==> src/rtl/rkr_pkg.sv <==
package rkr_pkg;
  localparam int DATA_W   = 32;
  localparam int ADDR_W   = 2;
  localparam int NUM_DIV  = 8;
  localparam int DIV_W    = 4;
  localparam int NUM_FRAC = 2;
  localparam int FRAC_W   = 5;
  localparam int KICK_BIT = 31;
  localparam int DIV_VW   = NUM_DIV * DIV_W;
  localparam int FRAC_VW  = NUM_FRAC * FRAC_W;

  localparam logic [ADDR_W-1:0] REG_MAIN = 2'd0;
  localparam logic [ADDR_W-1:0] REG_AUX  = 2'd1;
  localparam logic [ADDR_W-1:0] REG_FRAC = 2'd2;

  // bit offset of division field i inside its register
  function automatic int div_off(input int i);
    case (i)
      0: return 20;
      1: return 12;
      2: return 8;
      3: return 4;
      4: return 0;
      5: return 12;
      6: return 8;
      default: return 4;
    endcase
  endfunction

  // register that holds division field i
  function automatic logic [ADDR_W-1:0] div_reg(input int i);
    return (i < 5) ? REG_MAIN : REG_AUX;
  endfunction

  function automatic int frac_off(input int j);
    return (j == 0) ? 8 : 0;
  endfunction
endpackage

==> src/rtl/rkr_bus_port.sv <==
module rkr_bus_port
  import rkr_pkg::*;
(
  input  logic              clk,
  input  logic              rst_n,
  input  logic              req_valid,
  output logic              req_ready,
  input  logic              req_write,
  input  logic [ADDR_W-1:0] req_addr,
  input  logic [DATA_W-1:0] req_wdata,
  output logic              rsp_valid,
  input  logic              rsp_ready,
  output logic [DATA_W-1:0] rsp_rdata,
  input  logic [DATA_W-1:0] rd_data,
  output logic              wr_en,
  output logic [ADDR_W-1:0] wr_addr,
  output logic [DATA_W-1:0] wr_data
);
  logic accept;

  assign req_ready = !rsp_valid || rsp_ready;
  assign accept    = req_valid && req_ready;
  assign wr_en     = accept && req_write;
  assign wr_addr   = req_addr;
  assign wr_data   = req_wdata;

  always_ff @(posedge clk) begin
    if (!rst_n) begin
      rsp_valid <= 1'b0;
      rsp_rdata <= '0;
    end else if (accept && !req_write) begin
      rsp_valid <= 1'b1;
      rsp_rdata <= rd_data;
    end else if (rsp_ready) begin
      rsp_valid <= 1'b0;
    end
  end

  // a stalled response stays put
  a_r9_rsp_held: assert property (@(posedge clk) disable iff (!rst_n)
    rsp_valid && !rsp_ready |=> rsp_valid && $stable(rsp_rdata));
  // writes never produce a response
  a_r9_write_silent: assert property (@(posedge clk) disable iff (!rst_n)
    wr_en && !rsp_valid |=> !rsp_valid);
endmodule

==> src/rtl/rkr_shadow.sv <==
module rkr_shadow
  import rkr_pkg::*;
(
  input  logic               clk,
  input  logic               rst_n,
  input  logic               wr_en,
  input  logic [ADDR_W-1:0]  wr_addr,
  input  logic [DATA_W-1:0]  wr_data,
  input  logic [ADDR_W-1:0]  rd_addr,
  input  logic               busy,
  output logic [DATA_W-1:0]  rd_data,
  output logic [DIV_VW-1:0]  div_next,
  output logic [FRAC_VW-1:0] frac_next,
  output logic               kick_req
);
  logic [DIV_VW-1:0]  div_q;
  logic [FRAC_VW-1:0] frac_q;

  assign kick_req = wr_en && (wr_addr == REG_AUX) && wr_data[KICK_BIT];

  for (genvar i = 0; i < NUM_DIV; i++) begin : g_div
    localparam int               OFF = div_off(i);
    localparam logic [ADDR_W-1:0] RG = div_reg(i);
    assign div_next[i*DIV_W +: DIV_W] = (wr_en && wr_addr == RG) ?
      wr_data[OFF +: DIV_W] : div_q[i*DIV_W +: DIV_W];
  end

  for (genvar j = 0; j < NUM_FRAC; j++) begin : g_frac
    localparam int OFF = frac_off(j);
    assign frac_next[j*FRAC_W +: FRAC_W] = (wr_en && wr_addr == REG_FRAC) ?
      wr_data[OFF +: FRAC_W] : frac_q[j*FRAC_W +: FRAC_W];
  end

  always_ff @(posedge clk) begin
    if (!rst_n) begin
      div_q  <= '0;
      frac_q <= '0;
    end else begin
      div_q  <= div_next;
      frac_q <= frac_next;
    end
  end

  always_comb begin
    rd_data = '0;
    for (int i = 0; i < NUM_DIV; i++) begin
      if (rd_addr == div_reg(i))
        rd_data[div_off(i) +: DIV_W] = div_q[i*DIV_W +: DIV_W];
    end
    for (int j = 0; j < NUM_FRAC; j++) begin
      if (rd_addr == REG_FRAC)
        rd_data[frac_off(j) +: FRAC_W] = frac_q[j*FRAC_W +: FRAC_W];
    end
    if (rd_addr == REG_AUX)
      rd_data[KICK_BIT] = busy;
  end

  // staged codes move only on an accepted write
  a_r2_staged_hold: assert property (@(posedge clk) disable iff (!rst_n)
    !wr_en |=> $stable(div_q) && $stable(frac_q));
endmodule

==> src/rtl/rkr_kick_seq.sv <==
module rkr_kick_seq #(
  parameter int LATENCY = 8
) (
  input  logic clk,
  input  logic rst_n,
  input  logic kick_req,
  output logic busy,
  output logic start,
  output logic done
);
  localparam int CNT_W = $clog2(LATENCY + 1);
  localparam logic [CNT_W-1:0] CNT_LOAD = CNT_W'(LATENCY - 1);

  logic [CNT_W-1:0] cnt;

  assign start = kick_req && !busy;
  assign done  = busy && (cnt == '0);

  always_ff @(posedge clk) begin
    if (!rst_n) begin
      busy <= 1'b0;
      cnt  <= '0;
    end else if (start) begin
      busy <= 1'b1;
      cnt  <= CNT_LOAD;
    end else if (busy) begin
      if (cnt == '0) busy <= 1'b0;
      else           cnt  <= cnt - 1'b1;
    end
  end

  // an accepted kick raises busy with a full window
  a_r4_start_busy: assert property (@(posedge clk) disable iff (!rst_n)
    start |=> busy && cnt == CNT_LOAD);
  // the window counts down without restart
  a_r8_no_restart: assert property (@(posedge clk) disable iff (!rst_n)
    busy && cnt != '0 |=> busy && cnt == $past(cnt) - 1'b1);
  // busy drops right after the final cycle
  a_r5_clear: assert property (@(posedge clk) disable iff (!rst_n)
    done |=> !busy);
endmodule

==> src/rtl/rkr_active.sv <==
module rkr_active
  import rkr_pkg::*;
(
  input  logic               clk,
  input  logic               rst_n,
  input  logic               start,
  input  logic               done,
  input  logic [DIV_VW-1:0]  div_next,
  input  logic [FRAC_VW-1:0] frac_next,
  output logic [DIV_VW-1:0]  act_div,
  output logic [FRAC_VW-1:0] act_frac
);
  logic [DIV_VW-1:0]  snap_div;
  logic [FRAC_VW-1:0] snap_frac;

  for (genvar i = 0; i < NUM_DIV; i++) begin : g_div
    always_ff @(posedge clk) begin
      if (!rst_n) begin
        snap_div[i*DIV_W +: DIV_W] <= '0;
        act_div[i*DIV_W +: DIV_W]  <= '0;
      end else begin
        if (start) snap_div[i*DIV_W +: DIV_W] <= div_next[i*DIV_W +: DIV_W];
        if (done)  act_div[i*DIV_W +: DIV_W]  <= snap_div[i*DIV_W +: DIV_W];
      end
    end
  end

  for (genvar j = 0; j < NUM_FRAC; j++) begin : g_frac
    always_ff @(posedge clk) begin
      if (!rst_n) begin
        snap_frac[j*FRAC_W +: FRAC_W] <= '0;
        act_frac[j*FRAC_W +: FRAC_W]  <= '0;
      end else begin
        if (start) snap_frac[j*FRAC_W +: FRAC_W] <= frac_next[j*FRAC_W +: FRAC_W];
        if (done)  act_frac[j*FRAC_W +: FRAC_W]  <= snap_frac[j*FRAC_W +: FRAC_W];
      end
    end
  end

  // active codes hold unless the kick window ends
  a_r3_active_hold: assert property (@(posedge clk) disable iff (!rst_n)
    !done |=> $stable(act_div) && $stable(act_frac));
endmodule

==> src/rtl/rate_kick_regs.sv <==
module rate_kick_regs
  import rkr_pkg::*;
#(
  parameter int LATENCY = 8
) (
  input  logic               clk,
  input  logic               rst_n,
  input  logic               req_valid,
  output logic               req_ready,
  input  logic               req_write,
  input  logic [ADDR_W-1:0]  req_addr,
  input  logic [DATA_W-1:0]  req_wdata,
  output logic               rsp_valid,
  input  logic               rsp_ready,
  output logic [DATA_W-1:0]  rsp_rdata,
  output logic               kick_busy,
  output logic [DIV_VW-1:0]  act_div,
  output logic [FRAC_VW-1:0] act_frac
);
  logic              wr_en, kick_req, start, done;
  logic [ADDR_W-1:0] wr_addr;
  logic [DATA_W-1:0] wr_data, rd_data;
  logic [DIV_VW-1:0] div_next;
  logic [FRAC_VW-1:0] frac_next;

  rkr_bus_port u_port (
    .clk(clk), .rst_n(rst_n),
    .req_valid(req_valid), .req_ready(req_ready), .req_write(req_write),
    .req_addr(req_addr), .req_wdata(req_wdata),
    .rsp_valid(rsp_valid), .rsp_ready(rsp_ready), .rsp_rdata(rsp_rdata),
    .rd_data(rd_data), .wr_en(wr_en), .wr_addr(wr_addr), .wr_data(wr_data)
  );

  rkr_shadow u_shadow (
    .clk(clk), .rst_n(rst_n),
    .wr_en(wr_en), .wr_addr(wr_addr), .wr_data(wr_data),
    .rd_addr(req_addr), .busy(kick_busy), .rd_data(rd_data),
    .div_next(div_next), .frac_next(frac_next), .kick_req(kick_req)
  );

  rkr_kick_seq #(.LATENCY(LATENCY)) u_seq (
    .clk(clk), .rst_n(rst_n), .kick_req(kick_req),
    .busy(kick_busy), .start(start), .done(done)
  );

  rkr_active u_active (
    .clk(clk), .rst_n(rst_n), .start(start), .done(done),
    .div_next(div_next), .frac_next(frac_next),
    .act_div(act_div), .act_frac(act_frac)
  );
endmodule

==> config.mk <==
export PLATFORM = sky130hd
export DESIGN_NAME = rate_kick_regs
export DESIGN_NICKNAME = d
export VERILOG_FILES = /design/src/rtl/rkr_pkg.sv /design/src/rtl/rkr_bus_port.sv /design/src/rtl/rkr_shadow.sv /design/src/rtl/rkr_kick_seq.sv /design/src/rtl/rkr_active.sv /design/src/rtl/rate_kick_regs.sv
export SDC_FILE = /design/constraint.sdc
export NUM_CORES = 1
export LEC_CHECK = 0
export ABC_AREA = 1
export ABC_CLOCK_PERIOD_IN_PS = 1900
export CAP_MARGIN = 20
export CORE_UTILIZATION = 52
export DETAILED_ROUTE_END_ITERATION = 6
export GPL_TIMING_DRIVEN = 0
export PLACE_DENSITY_LB_ADDON = 0.2
export SLEW_MARGIN = 15
export SYNTH_ARGS = -nofsm -noshare
export SYNTH_HDL_FRONTEND = slang
export SYNTH_SLANG_ARGS = --single-unit
==> constraint.sdc <==
create_clock -name clk -period 1.9 [get_ports clk]
set_input_delay 0.38 -clock clk [delete_from_list [all_inputs] [get_ports clk]]
set_output_delay 0.38 -clock clk [all_outputs]
set_load 0.01 [all_outputs]
==> results.ini <==
[synthesis]
yosys_register_bits = 153
yosysWarnings = 0
yosys.area.top_type = dfxtp_1
synth.yosys.seq_area_share = 0.504
synth_top_area_share = 0.504
netlist_instances = 794
syn_avg_cell_area_um2 = 7.65
netlist_area_um2 = 6070
ys_types = 22
yosys-top-cells-area = dfxtp_1, a21oi_1, inv_1

[clocking]
numCtsBuffers = 17
clockBufferDepth = 2
cts_sinks = 153
path_clk_slew_ns = 0.06
cts_tree = yes
hold_buffers = 0
root_buffer = clkbuf_16
clock_latency_ns = 0.43
htree_num_levels = 4

[placed_design]
dp_slack_ns = -0.711
port_buffers = 92
hpwl_um = 13100
placed_cells = 1039
gp_routability_congestion = 0.910
dpl_cell_area_um2 = 7210

[critical_path]
worstPathArrival_ns = 2.19
cp-start-kind = input pin
r2r-start = u_seq.cnt[0]
crit_fanout = 10
end_kind = register
criticalPathCategory = input pin to register
required_ns = 2.20
worstReg2RegEnd = u_active.act_div[3]
ff2ff_path_depth = 7
ff2ff_setup_slack_ns = 0.10

[timing]
fin_crit_sh = 0.995
setup_viol = 0
fin_skew_ns = 0.00484
max_clock_freq_ghz = 0.529
worst_pin_slew_ns = 0.577
grt_setup_unrepaired = true
finalSetupTns_ns = 0
min_period_ns = 1.89
hold_violations = 0
maxSlewHeadroom = 0.615
setup_ws_ns = 0.00995
slew_viol_final = 0

[cells_and_area]
syn_to_final_growth_pct = 29.7
nNetsFinal = 960
final_cell_mix = inv_1, dfxtp_1, a21oi_1
instances_no_fill = 1075
fin_area_um2 = 7880
final_common_cell = inv_1
antenna_cells = 0
drive_above_1_share = 0.0891

[drt]
dr.pass1.iters = 7
vias = 5762
wire_per_inst_um = 16.5
drt_iter0_drc = 485
via_per_inst = 5.36
drc_errors = 0
postRouteAntennaNets = 0
routed_wl_um = 17700

[worst_hold_path]
hold_path_end = u_active.act_div[14]
hold_path.class = register to register
min_from = u_active.act_div[14]
worstHoldPathCells = 2

[flow_run]
drv_cap = 0

[run_status]
status = complete, no violations

[floorplan]
dieHeight_um = 110
die_w_um = 110
pin_count = 116
rows = 39
coreArea_um2 = 11400
initial_utilization = 0.532
die_area_um2 = 12100

[grt]
antenna_found_initial = 0
first_global_vias = 5291
track_usage = 0.310
grt_pass1_wl_um = 27600
grt_max_degree = 17
grt_overflow_total = 0

[power_and_ir_drop]
p_per_area_nw_per_um2 = 954
finalPower_uw = 7520
leakagePower_uw = 0.00353
peakVddDrop_uv = 733

==> worst max-delay path by stage <==
stage / startpoint / to / slack [ns]
detailed placement: req_wdata[31] / u_active.snap_frac[8] / -0.71
finish: req_write / u_active.snap_div[19] / 0.01
floorplan: rsp_ready / u_port.rsp_rdata[0] / 0.50
global route: rsp_ready / u_active.snap_div[15] / -0.003
global placement: req_wdata[31] / u_active.snap_frac[7] / -0.70
CTS: rsp_ready / u_active.snap_frac[8] / 0.02
==> final cells by class <==
type / instances / area, µm²
multi-input cells: 421 / 2130
clock inverters: 13 / 178
repair buffers: 96 / 950
inverters: 164 / 616
well taps: 143 / 179
flip-flops and latches: 153 / 3060
clock buffers: 19 / 433
fillers: 980 / 3540
plain buffers: 66 / 334
==> state kept, by name (all words and copies together), names as in the netlist <==
register,flops
u_shadow.div_q,32
u_active.snap_frac,10
u_seq.busy,1
u_port.rsp_valid,1
u_seq.cnt,4
u_shadow.frac_q,10
u_port.rsp_rdata,21
u_active.act_frac,10
u_active.act_div,32
u_active.snap_div,32
==> routing by layer <==
| metal | up-vias | wire length (µm) | part of all wire | global-route usage |
|---|---|---|---|---|
| li1 | 2808 | - | - | - |
| met1 | 2686 | 7650 | 0.43 | 0.402 |
| met2 | 243 | 8560 | 0.48 | 0.517 |
| met3 | 25 | 1250 | 0.071 | 0.0629 |
| met4 | 0 | 274 | 0.015 | 0.101 |
| met5 | - | 0 | 0 | 0 |
==> stage by stage <==
stage | util | hold WS, ns
4_1_cts | 0.686 | 0.433
6_report | 0.690 | 0.440
5_1_grt | 0.690 | 0.457
2_1_floorplan | - | 0.457
3_5_place_dp | 0.632 | 0.436
3_3_place_gp | 0.632 | 0.431
==> worst max-delay path, stage by stage <==
cell and delay [ns]:
clkdlybuf4s50_1 0.52, buf_2 0.25, clkbuf_1 0.48, nand4_1 0.19, nand3_1 0.25, a21oi_1 0.11
==> power breakdown <==
group | switching [µW] | total (µW) | internal, µW
registers | 44.1 | 3350 | 3300
logic | 405 | 653 | 248
clock network | 1330 | 3520 | 2190
total | 1780 | 7520 | 5740
==> synthesized netlist by cell type <==
cell and n:
a21oi_4 1, nand3b_1 1, buf_4 15, nand3_1 50, inv_1 160, o21ai_0 59, xor2_1 1, a21oi_1 146
nor2_1 25, inv_2 4, dfxtp_1 153, nor2_4 1, buf_2 13, clkbuf_1 35, buf_1 3, nand2_2 1
nand2_1 60, o22ai_1 16, ha_1 2, nand4_1 45, nand3_2 2, conb_1 1
==> cells by family (layout without fill, tap and decap cells) <==
kind of cell,after synthesis,after routing,synth area share
buf+inv,230,358,0.154
compound gates,222,222,0.188
simple gates,185,185,0.147
flops,153,153,0.504
fa+ha+maj,2,2,0.00412
other cells,1,11,0.000617
xor+xnor,1,1,0.00144
==> timing repair <==
| action | 4_1_cts | 5_1_grt |
|---|---|---|
| endpoints found under the setup margin | 45 | 94 |
| pin swaps | 0 | 2 |
| gates resized for setup | 4 | 19 |
| buffers inserted | 0 | 4 |
(Power assumes the default switching activity.)
